==> config.mk <==
export PLATFORM = sky130hd
export DESIGN_NAME = mb_link_supervisor
export DESIGN_NICKNAME = d
export VERILOG_FILES = /design/src/rtl/mbs_pkg.sv /design/src/rtl/mbs_lfsr.sv /design/src/rtl/mbs_txn_fsm.sv /design/src/rtl/mbs_err_log.sv /design/src/rtl/mbs_cause_log.sv /design/src/rtl/mb_link_supervisor.sv
export SDC_FILE = /design/constraint.sdc
export NUM_CORES = 1
export LEC_CHECK = 0
export BUFFER_PORTS_ARGS = -buffer_cell sky130_fd_sc_hd__clkbuf_2
export CAP_MARGIN = 20
export CORE_MARGIN = 3
export CORE_UTILIZATION = 35
export DETAILED_ROUTE_END_ITERATION = 8
export PLACE_DENSITY = 0.52
export SYNTH_ARGS = -nofsm -noshare
export SYNTH_HDL_FRONTEND = slang
export SYNTH_SLANG_ARGS = --single-unit
==> constraint.sdc <==
create_clock -name clk -period 5.3 [get_ports clk]
set_input_delay 1.59 -clock clk [delete_from_list [all_inputs] [get_ports clk]]
set_output_delay 1.59 -clock clk [all_outputs]
set_load 0.02 [all_outputs]
==> src/rtl/mbs_pkg.sv <==
package mbs_pkg;
  localparam int NUM_CLS    = 4;
  localparam int CLS_CRC    = 0;
  localparam int CLS_TMO    = 1;
  localparam int CLS_FRM    = 2;
  localparam int CLS_OVR    = 3;
  localparam int SILENCE_HT = 7;   // 3.5 characters in half-character ticks

  typedef enum logic [1:0] {ST_IDLE, ST_WAIT, ST_BACK} txn_st_e;

  // Shift left; feedback taps for x^16 + x^14 + x^13 + x^11 + 1
  function automatic logic [15:0] lfsr_next(input logic [15:0] s);
    return {s[14:0], s[15] ^ s[13] ^ s[12] ^ s[10]};
  endfunction

  // Backoff length: mandatory silence plus 0..3 whole characters
  function automatic logic [3:0] backoff_ht(input logic [1:0] extra);
    return 4'(SILENCE_HT) + {1'b0, extra, 1'b0};
  endfunction
endpackage

==> src/rtl/mbs_lfsr.sv <==
module mbs_lfsr
  import mbs_pkg::*;
#(
  parameter logic [15:0] SEED = 16'hACE1
) (
  input  logic       clk,
  input  logic       rst_n,
  input  logic       step,
  output logic [1:0] extra
);
  logic [15:0] state;

  always_ff @(posedge clk) begin
    if (!rst_n)    state <= SEED;
    else if (step) state <= lfsr_next(state);
  end

  assign extra = state[1:0];
endmodule

==> src/rtl/mbs_txn_fsm.sv <==
module mbs_txn_fsm
  import mbs_pkg::*;
#(
  parameter int MAX_RETRY = 3,
  parameter int TMO_CHARS = 8
) (
  input  logic       clk,
  input  logic       rst_n,
  input  logic       req_start,
  input  logic       frame_done,
  input  logic       crc_ok,
  input  logic       half_tick,
  input  logic [1:0] rnd,
  output logic       lfsr_step,
  output logic       crc_ev,
  output logic       tmo_ev,
  output logic       retransmit,
  output logic       txn_done,
  output logic       txn_fail,
  output logic       busy
);
  localparam int TMO_TICKS = 2 * TMO_CHARS;
  localparam int TMO_W     = $clog2(TMO_TICKS + 1);
  localparam int RETRY_W   = $clog2(MAX_RETRY + 1);

  txn_st_e              st;
  logic [RETRY_W-1:0]   attempts;
  logic [TMO_W-1:0]     tmo_cnt;
  logic [3:0]           bo_cnt;
  logic [3:0]           sil_cnt;   // half ticks since the failed attempt

  logic in_wait, good_rx, att_fail, give_up, retry_load, retx_fire;

  assign in_wait    = (st == ST_WAIT);
  assign good_rx    = in_wait & frame_done & crc_ok;
  assign crc_ev     = in_wait & frame_done & ~crc_ok;
  assign tmo_ev     = in_wait & ~frame_done & half_tick &
                      (tmo_cnt == TMO_W'(TMO_TICKS - 1));
  assign att_fail   = crc_ev | tmo_ev;
  assign give_up    = att_fail & (attempts == RETRY_W'(MAX_RETRY));
  assign retry_load = att_fail & ~give_up;
  assign retx_fire  = (st == ST_BACK) & half_tick & (bo_cnt == 4'd1);
  assign lfsr_step  = retry_load;
  assign busy       = (st != ST_IDLE);

  always_ff @(posedge clk) begin
    if (!rst_n) begin
      st         <= ST_IDLE;
      attempts   <= '0;
      tmo_cnt    <= '0;
      bo_cnt     <= '0;
      sil_cnt    <= '0;
      retransmit <= 1'b0;
      txn_done   <= 1'b0;
      txn_fail   <= 1'b0;
    end else begin
      retransmit <= retx_fire;
      txn_done   <= good_rx;
      txn_fail   <= give_up;
      case (st)
        ST_IDLE: if (req_start) begin
          st       <= ST_WAIT;
          attempts <= '0;
          tmo_cnt  <= '0;
        end
        ST_WAIT: begin
          if (good_rx || give_up) st <= ST_IDLE;
          else if (retry_load) begin
            st       <= ST_BACK;
            attempts <= attempts + 1'b1;
            bo_cnt   <= backoff_ht(rnd);
            sil_cnt  <= '0;
          end else if (half_tick) tmo_cnt <= tmo_cnt + 1'b1;
        end
        ST_BACK: if (half_tick) begin
          if (bo_cnt == 4'd1) begin
            st      <= ST_WAIT;
            tmo_cnt <= '0;
          end else bo_cnt <= bo_cnt - 4'd1;
          if (sil_cnt != 4'hF) sil_cnt <= sil_cnt + 4'd1;
        end
        default: st <= ST_IDLE;
      endcase
    end
  end

  p_one_outcome_r2: assert property (@(posedge clk) disable iff (!rst_n)
    $onehot0({retransmit, txn_done, txn_fail}));

  p_silence_r6: assert property (@(posedge clk) disable iff (!rst_n)
    retx_fire |-> (sil_cnt >= 4'(SILENCE_HT - 1)));

  p_retry_budget_r7: assert property (@(posedge clk) disable iff (!rst_n)
    retransmit |-> (attempts != '0) && (attempts <= RETRY_W'(MAX_RETRY)));

  p_ignore_start_r8: assert property (@(posedge clk) disable iff (!rst_n)
    (in_wait && req_start && !frame_done && !half_tick) |=> (in_wait && $stable(tmo_cnt)));
endmodule

==> src/rtl/mbs_err_log.sv <==
module mbs_err_log #(
  parameter int N     = 4,
  parameter int CNT_W = 8,
  parameter int TS_W  = 32
) (
  input  logic              clk,
  input  logic              rst_n,
  input  logic              clr,
  input  logic [N-1:0]      ev,
  input  logic [TS_W-1:0]   now,
  output logic [N*CNT_W-1:0] cnt_flat,
  output logic [N*TS_W-1:0]  ts_flat
);
  function automatic logic [CNT_W-1:0] sat_inc(input logic [CNT_W-1:0] v);
    return (&v) ? v : v + 1'b1;
  endfunction

  for (genvar g = 0; g < N; g++) begin : g_cls
    logic [CNT_W-1:0] c;
    logic [TS_W-1:0]  t;

    always_ff @(posedge clk) begin
      if (!rst_n) begin
        c <= '0;
        t <= '0;
      end else begin
        if (clr)        c <= '0;
        else if (ev[g]) c <= sat_inc(c);
        if (ev[g])      t <= now;
      end
    end

    assign cnt_flat[g*CNT_W +: CNT_W] = c;
    assign ts_flat[g*TS_W +: TS_W]    = t;

    p_sat_r10: assert property (@(posedge clk) disable iff (!rst_n)
      ((c == '1) && !clr) |=> (c == '1));
    p_ts_capture_r11: assert property (@(posedge clk) disable iff (!rst_n)
      ev[g] |=> (t == $past(now)));
    p_clear_r13: assert property (@(posedge clk) disable iff (!rst_n)
      clr |=> (c == '0));
  end
endmodule

==> src/rtl/mbs_cause_log.sv <==
module mbs_cause_log #(
  parameter int NUM_CAUSE = 4,
  parameter int CNT_W     = 8,
  localparam int CW       = $clog2(NUM_CAUSE)
) (
  input  logic                      clk,
  input  logic                      rst_n,
  input  logic                      clr,
  input  logic                      vld,
  input  logic [CW-1:0]             code,
  output logic [CW-1:0]             last_code,
  output logic [NUM_CAUSE*CNT_W-1:0] cnt_flat
);
  always_ff @(posedge clk) begin
    if (!rst_n)   last_code <= '0;
    else if (vld) last_code <= code;
  end

  for (genvar g = 0; g < NUM_CAUSE; g++) begin : g_cause
    logic [CNT_W-1:0] c;
    logic hit;
    assign hit = vld && (code == CW'(g));

    always_ff @(posedge clk) begin
      if (!rst_n)              c <= '0;
      else if (clr)            c <= '0;
      else if (hit && !(&c))   c <= c + 1'b1;
    end

    assign cnt_flat[g*CNT_W +: CNT_W] = c;

    p_cause_count_r12: assert property (@(posedge clk) disable iff (!rst_n)
      (hit && !clr && !(&c)) |=> (c == $past(c) + 1'b1));
  end

  p_cause_latch_r12: assert property (@(posedge clk) disable iff (!rst_n)
    vld |=> (last_code == $past(code)));
endmodule

==> src/rtl/mb_link_supervisor.sv <==
module mb_link_supervisor
  import mbs_pkg::*;
#(
  parameter int          CNT_W     = 8,
  parameter int          TS_W      = 32,
  parameter int          MAX_RETRY = 3,
  parameter int          TMO_CHARS = 8,
  parameter int          NUM_CAUSE = 4,
  parameter logic [15:0] LFSR_SEED = 16'hACE1,
  localparam int         CAUSE_W   = $clog2(NUM_CAUSE)
) (
  input  logic                       clk,
  input  logic                       rst_n,
  input  logic                       req_start,
  input  logic                       frame_done,
  input  logic                       crc_ok,
  input  logic                       uart_frm_err,
  input  logic                       uart_ovr_err,
  input  logic                       half_tick,
  input  logic                       rst_cause_vld,
  input  logic [CAUSE_W-1:0]         rst_cause,
  input  logic                       cnt_clear,
  output logic                       retransmit,
  output logic                       txn_done,
  output logic                       txn_fail,
  output logic                       busy,
  output logic [NUM_CLS*CNT_W-1:0]   err_cnt,
  output logic [NUM_CLS*TS_W-1:0]    err_ts,
  output logic [NUM_CAUSE*CNT_W-1:0] cause_cnt,
  output logic [CAUSE_W-1:0]         last_cause
);
  logic [TS_W-1:0]    tstamp;
  logic [1:0]         rnd;
  logic               lfsr_step, crc_ev, tmo_ev;
  logic [NUM_CLS-1:0] ev;

  always_ff @(posedge clk) begin
    if (!rst_n) tstamp <= '0;
    else        tstamp <= tstamp + 1'b1;
  end

  always_comb begin
    ev          = '0;
    ev[CLS_CRC] = crc_ev;
    ev[CLS_TMO] = tmo_ev;
    ev[CLS_FRM] = uart_frm_err;
    ev[CLS_OVR] = uart_ovr_err;
  end

  mbs_lfsr #(.SEED(LFSR_SEED)) u_lfsr (
    .clk(clk), .rst_n(rst_n), .step(lfsr_step), .extra(rnd)
  );

  mbs_txn_fsm #(.MAX_RETRY(MAX_RETRY), .TMO_CHARS(TMO_CHARS)) u_fsm (
    .clk(clk), .rst_n(rst_n), .req_start(req_start), .frame_done(frame_done),
    .crc_ok(crc_ok), .half_tick(half_tick), .rnd(rnd), .lfsr_step(lfsr_step),
    .crc_ev(crc_ev), .tmo_ev(tmo_ev), .retransmit(retransmit),
    .txn_done(txn_done), .txn_fail(txn_fail), .busy(busy)
  );

  mbs_err_log #(.N(NUM_CLS), .CNT_W(CNT_W), .TS_W(TS_W)) u_err (
    .clk(clk), .rst_n(rst_n), .clr(cnt_clear), .ev(ev), .now(tstamp),
    .cnt_flat(err_cnt), .ts_flat(err_ts)
  );

  mbs_cause_log #(.NUM_CAUSE(NUM_CAUSE), .CNT_W(CNT_W)) u_cause (
    .clk(clk), .rst_n(rst_n), .clr(cnt_clear), .vld(rst_cause_vld),
    .code(rst_cause), .last_code(last_cause), .cnt_flat(cause_cnt)
  );
endmodule

==> metrics.md, run 1 <==
| Metric | Value |
|---|---|
| Status | `completed` |
| IO Count | `210` |
| Met2 usage | `26.4%` |
| N_diodes | `0` |
| Unrepaired setup endpoints after global routing | `false` |
| Die Area | `0.0327 mm2` |
| Setup TNS | `0 ps` |
| Final nets | `1415` |
| Top-area cell type share of the netlist area | `48.3%` |
| Leak pwr | `5.19 nW` |
| Hold Fails Final Rpt | `0` |
| GRT Max-Usage Layer | `met2` |
| Logic pwr share | `3.9%` |
| Post-cts sizing count | `0` |
| Clock sink count | `258` |
| Placer Congestion | `0.795` |
| Core Area | `0.0299 mm2` |
| Final Slew Violations | `0` |
| Ranking of synthesized cells by area | `dfxtp_1 (48%), mux2i_1 (7.9%), nand2_1 (7.6%)` |
| Root Buffer | `clkbuf_16` |
| Kind of critical path | `in2reg` |
| PD cells | `320 mW/mm2` |
| DR WL/cell | `15.9 um` |
| Post-route DRC | `0` |
| Vias in the first global route | `8315` |
| Final Skew | `9.48 ps` |
| Net Sw Frac | `22.7%` |
| Flops & latches, synth | `258` |
| Vias/cell | `5.05` |
| IO Port Bufs | `209` |
| Post-synth EDFFs | `0` |
| Max Cap Viol | `0` |
| Die width | `181 um` |
| Antenna viol nets, final | `0` |
| Largest net degree at the start of global routing | `126` |
| Total Power | `4.13 mW` |
| Critical-path cell list | `clkbuf_2, inv_6, buf_4, nor2_1` |
| GRT Total Usage | `16.8%` |
| Synth Flop Type | `dfxtp_1` |
| Minimum clock period | `3090 ps` |
| Mapped Avg Cell Area | `8.74 um2` |
| Worst-path clk slew | `60 ps` |
| Area of the multi-input gates | `0.00508 mm2` |
| YS warnings | `0` |
| Dpl hpwl | `18.9 mm` |
| Cts bufs inserted | `29` |
| Final worst path period share | `58.3%` |
| Post-synth ARST share | `0%` |
| Initial antenna violation count | `0` |
| Clock latency on the worst-skew pair | `530 ps` |
| CP max stage delay | `890 ps` |
| Register area | `0.00516 mm2` |
| Peak supply drop | `0.230 mV` |
| Clock power share | `48.3%` |
| Worst-path maximum fanout | `125` |
| CP max stage cell | `inv_6` |
| Final count of negative-setup-slack endpoints | `0` |
| Iter 0 DRT Violations | `516` |
| Layout cells sized above 1 | `20.4%` |
| Clk buf depth | `3` |
| Crit path DAT | `3500 ps` |
| CTS tree | `yes` |
| Top-count cell post-synth | `dfxtp_1` |
| Flop pwr share | `47.8%` |
| Met1 usage | `23.4%` |
| H-tree level count | `1` |
| WL final | `28.6 mm` |
| Grt met3 use | `4.33%` |
| Share of the yosys chip area belonging to registers | `48.3%` |
| Mapped Nets | `1251` |
| CP required | `5710 ps` |
| Largest area contributor in the netlist | `dfxtp_1` |
| Area delta synth->final | `20.5%` |
| Worst-margin pin slew | `936 ps` |
| Unique masters post-synth | `57` |
| CP endpoint kind | `flip-flop` |
| P_int | `3.19 mW` |
| Post-CTS Hold Fix Bufs | `0` |
| Postcts setup bufs | `0` |
| Routed via count | `9073` |
| Synth Cell Area | `0.0107 mm2` |
| HP Class | `reg2reg` |
| Max_slew headroom | `37.6%` |
| Fill cells | `2918` |
| Die Y | `181 um` |
| F_max | `324 MHz` |
| CP startpoint kind | `primary input` |
| Cells after Synth | `1224` |
| Gr ovfl total | `0` |
| Num rows | `63` |
| Initial Util | `35.8%` |
| First-pass GRT wire length | `46.0 mm` |
| Post-synth top cells | `dfxtp_1 (258), nand2_1 (217), nor2_1 (119)` |
| P_sw | `0.935 mW` |
| First-pass iteration count of the detailed router | `5` |
==> critical path, delay by kind of cell <==
family,cells,cell delay (ps)
buffers and inverters,3,1780
AND/OR/NAND/NOR,1,90
==> per-stage QoR <==
stage                     utilization, %  setup WS [ps]  std cells  instance area, um2  hold WS (ps)
after floorplan                        -           2490       1224               10700           432
after global placement              40.0           1620       1746               11900           438
after detailed placement            40.0           1640       1746               11900           448
after CTS                           43.1           2170       1797               12900           456
after global routing                43.1           1980       1798               12900           472
final                               43.1           2210       1798               12900           454
==> cell usage in the layout, fill, tap and decap left out, types with 10 or more instances in the layout <==
cell type	count
nor4_1	10
o211ai_1	11
clkbuf_16	29
ha_1	15
nand2_1	217
clkbuf_2	210
o21ai_0	21
nand3_1	35
and4_1	11
mux2i_1	84
xor2_1	30
nor2_1	119
dfxtp_1	258
a21oi_1	117
clkinv_2	10
inv_1	20
or4_1	18
nand2b_1	15
o31ai_1	20
or3_1	16
nand4_1	20
and3_1	12
buf_4	10
==> power by group through the flow <==
stage,Combinational [mW],Sequential (mW),Clock [mW]
2_1_floorplan,0.118,2.01,0
3_3_place_gp,0.164,2.01,0
3_5_place_dp,0.163,2.01,0
4_1_cts,0.164,1.97,2.05
5_1_grt,0.180,1.97,2.13
6_report,0.163,1.97,1.99
==> cell families (layout without fill, tap and decap cells) <==
kind of cell	count (synthesis)	count (layout)	share of synthesized area, %
flops	258	258	48.3
xor+xnor	37	37	3.03
simple gates	514	514	23.0
fa+ha+maj	15	15	1.76
mux	84	84	7.86
compound gates	208	208	11.7
buf+inv	108	292	4.31
==> state kept, by name, summed over array words and instances, names as in the netlist <==
register           count
u_fsm.st               2
u_cause.g_cause.c     32
u_fsm.attempts         2
u_fsm.bo_cnt           4
u_err.g_cls.t        128
u_fsm.tmo_cnt          5
u_fsm.txn_done         1
u_cause.last_code      2
u_fsm.retransmit       1
u_err.g_cls.c         32
u_fsm.txn_fail         1
u_lfsr.state          16
tstamp                32
==> final cells by class <==
type | instances | area share [%]
Tap cell | 390 | 3.79
Clock buffer | 35 | 6.04
Multi-Input combinational cell | 858 | 39.4
Clock inverter | 16 | 1.27
Timing Repair Buffer | 220 | 8.74
Sequential cell | 258 | 40.1
Inverter | 21 | 0.651
==> final timing paths <==
path	from	endpoint	slack, ps	cells after the start
min reg2reg	u_err.g_cls[1].t[11]$_SDFFE_PN0P_	u_err.g_cls[1].t[11]$_SDFFE_PN0P_	450	2
min	u_err.g_cls[1].t[11]$_SDFFE_PN0P_	u_err.g_cls[1].t[11]$_SDFFE_PN0P_	450	2
max reg2reg	u_fsm.st[0]$_SDFFE_PN0P_	u_err.g_cls[1].c[6]$_SDFFE_PP0P_	2690	4
max	rst_n	u_err.g_cls[2].t[20]$_SDFFE_PN0P_	2210	4
==> routing by layer <==
layer / vias up / wire [um]
met4: 0 / 405
met1: 4246 / 13500
met2: 223 / 12700
met5: - / 0
met3: 31 / 2010
li1: 4573 / -
Power figures use the tool's default switching activity.
==> inputs of run 2 (changes only) <==
ABC_AREA = 1   (was not set)
clock period = 3.01 ns   (was 5.3 ns; I/O delays follow)
==> run 2 against run 1 <==
Sequential cell count did not move; synthesized cell count rose by 13%; largest power group unchanged; count of clock-buffer cells in the layout rose by 7; core utilization rose by 1.4 points; non-clock buffer count did not move; sequential share of layout area fell by 0.18 points; total power rose by 93%; register-to-register slack got worse by 1800 ps; via count rose by 6.3%; wire length rose by 8.0%; final cell count rose by 10%; first-iteration DRC count rose by 2.5%.
==> metrics.md, run 2 <==
| Metric | Value |
|---|---|
| CP startpoint kind | `flip-flop` |
| Cts bufs inserted | `30` |
| P_int | `6.01 mW` |
| Post-synth EDFFs | `0` |
| Hold depth | `2` |
| Net Sw Frac | `24.6%` |
| Final nets | `1599` |
| Post-synth top cells | `dfxtp_1 (258), nand2_1 (212), nor2_1 (195)` |
| Post-cts sizing count | `0` |
| Share of the yosys chip area belonging to registers | `49.3%` |
| Die Area | `0.0321 mm2` |
| Post-synthesis mux area share | `0.0955%` |
| Largest register FFs | `128` |
| Simple-gate share of the synthesized area | `21.9%` |
| WL final | `30.8 mm` |
| Finished Layout Cells | `1980` |
| Vias in the first global route | `8820` |
| Clock power share | `47.5%` |
| Clock sink count | `258` |
| XOR/XNOR Fraction of Synth Area | `2.59%` |
| Logic pwr share | `7.4%` |
| YS warnings | `0` |
| Layout cells sized above 1 | `19.1%` |
| Post-route DRC | `0` |
| Mapped Avg Cell Area | `7.61 um2` |
| P_sw | `1.96 mW` |
| Final worst path period share | `76.0%` |
| Mapped Nets | `1405` |
| Gr ovfl total | `0` |
| Dpl hpwl | `21.4 mm` |
| Leak pwr | `5.30 nW` |
| Unrepaired setup endpoints after global routing | `false` |
| Antenna viol nets, final | `0` |
| Most common library cell in the layout ignoring fill and taps | `dfxtp_1` |
| Final count of negative-setup-slack endpoints | `0` |
| Placer Congestion | `0.834` |
| Clk buf depth | `3` |
| N_diodes | `0` |
| Clock latency on the worst-skew pair | `560 ps` |
| Adder-cell share of the synthesized area | `1.79%` |
| Synth Cell Area | `0.0105 mm2` |
| Die width | `179 um` |
| Unique masters post-synth | `43` |
| Top-count cell post-synth | `dfxtp_1` |
| Worst-path maximum fanout | `5` |
| First-pass iteration count of the detailed router | `5` |
| CP required | `2110 ps` |
| Largest area contributor in the netlist | `dfxtp_1` |
| Peak supply drop | `0.440 mV` |
| Cells after Synth | `1378` |
| Iter 0 DRT Violations | `529` |
| Initial antenna violation count | `1` |
| Post-synth ARST share | `0%` |
| GRT Total Usage | `18.6%` |
| Die Y | `179 um` |
| Hold Fails Final Rpt | `0` |
| Final Skew | `16.2 ps` |
| Ranking of synthesized cells by area | `dfxtp_1 (49%), o21ai_0 (8.6%), a21oi_1 (8.4%)` |
| PD cells | `616 mW/mm2` |
| IO Count | `210` |
| Max_slew headroom | `53.6%` |
| Max Cap Viol | `0` |
| Final Slew Violations | `0` |
| Crit path DAT | `1380 ps` |
| Routed via count | `9641` |
| Commonest cells after routing, fill and taps aside | `dfxtp_1 (258), nand2_1 (212), clkbuf_2 (208), nor2_1 (194), o21ai_0 (180)` |
| CP endpoint kind | `output port` |
| Cells after DPL | `1924` |
| Vias/cell | `4.87` |
| Largest Register | `u_err.g_cls.t` |
| First-pass GRT wire length | `48.2 mm` |
| Flops & latches, synth | `258` |
| Top-area cell type share of the netlist area | `49.3%` |
| Worst-margin pin slew | `696 ps` |
| Num rows | `62` |
| Initial Util | `36.0%` |
| Kind of critical path | `reg2out` |
| R2r setup slk | `900 ps` |
| Setup TNS | `0 ps` |
| Worst-path clk slew | `60 ps` |
| HP Class | `reg2reg` |
| Synth Area in Compound Gates | `18.2%` |
| Postcts setup bufs | `0` |
| Largest family of logic cells by synthesized area | `simple AND/OR/NAND/NOR gates` |
| Area delta synth->final | `23.5%` |
| H-tree level count | `1` |
| Largest net degree at the start of global routing | `167` |
| Synth Flop Type | `dfxtp_1` |
| Hold Worst Slack | `459 ps` |
| IO Port Bufs | `209` |
| CTS tree | `yes` |
| Post-CTS Hold Fix Bufs | `0` |
| Core Area | `0.0291 mm2` |
| F_max | `437 MHz` |
| Minimum clock period | `2290 ps` |
| Flop pwr share | `45.1%` |
| Status | `completed` |
| Root Buffer | `clkbuf_16` |
| Worst Reg-to-Reg Cells | `11` |
| DR WL/cell | `15.6 um` |
## run 2: cell types whose count changed in the layout (fill, tap and decap cells not counted), sizes merged, moves of 16 or more
cell	before	now
mux2i	84	1
a21oi	117	177
nor2	119	198
o31ai	20	0
o21ai	25	187
nand3	37	56
or4	18	0
nor3	7	24
nand2b	16	0
or3	16	0
inv	21	104
## run 2: cell type report
class,instances,area [um2]
Timing Repair Buffer,220,1170
Fill cell,3020,16100
Tap cell,384,480
Sequential cell,258,5160
Clock buffer,42,886
Inverter,108,407
Clock inverter,14,164
Multi-Input combinational cell,954,4670
## run 2: cells by family after synthesis
group,Yosys count
buffers and inverters,166
adders and majority gates,15
and+or+nand+nor,536
AOI/OAI and AO/OA,371
DFF,258
muxes,1
xor gates and xnor gates,31
## run 2: metal layers
layer	part of all wire, %	GRT usage (%)	vias up
met3	7.3	4.85	45
met1	47	26.0	4388
met2	44	28.8	240
li1	-	-	4966
met5	0.042	0	-
met4	2.2	4.35	2
## run 2: path summary, 6_finish.rpt
| path | startpoint | endpoint |
|---|---|---|
| setup / recovery | u_fsm.st[0]$_SDFFE_PN0P_ | busy |
| hold / removal | tstamp[31]$_SDFF_PN0_ | tstamp[31]$_SDFF_PN0_ |
| setup reg to reg | u_fsm.tmo_cnt[0]$_SDFFE_PN0P_ | u_err.g_cls[1].t[13]$_SDFFE_PN0P_ |
| hold reg to reg | tstamp[31]$_SDFF_PN0_ | tstamp[31]$_SDFF_PN0_ |
## run 2: through the flow
step           util [%]  setup WS, ps  total power, mW  area, um2
6_report           44.5           722             7.97      12900
5_1_grt            44.5           652             8.28      12900
4_1_cts            44.5           696             8.08      12900
3_5_place_dp       40.9           669             4.26      11900
3_3_place_gp       40.9           716             4.25      11900
2_1_floorplan         -          1110             4.06      10500
## run 2: power by group through the flow
stage,Clock (mW),Sequential (mW),Combinational (mW)
floorplan,0,3.75,0.312
global placement,0,3.67,0.587
detailed placement,0,3.67,0.592
CTS,3.89,3.59,0.595
global route,4.02,3.61,0.663
finish,3.79,3.59,0.587
## run 2: worst max-delay path, stage by stage (launching register included)
cell      delay [ps]
dfxtp_1          470
inv_2            110
nand2_1           80
clkbuf_2         160
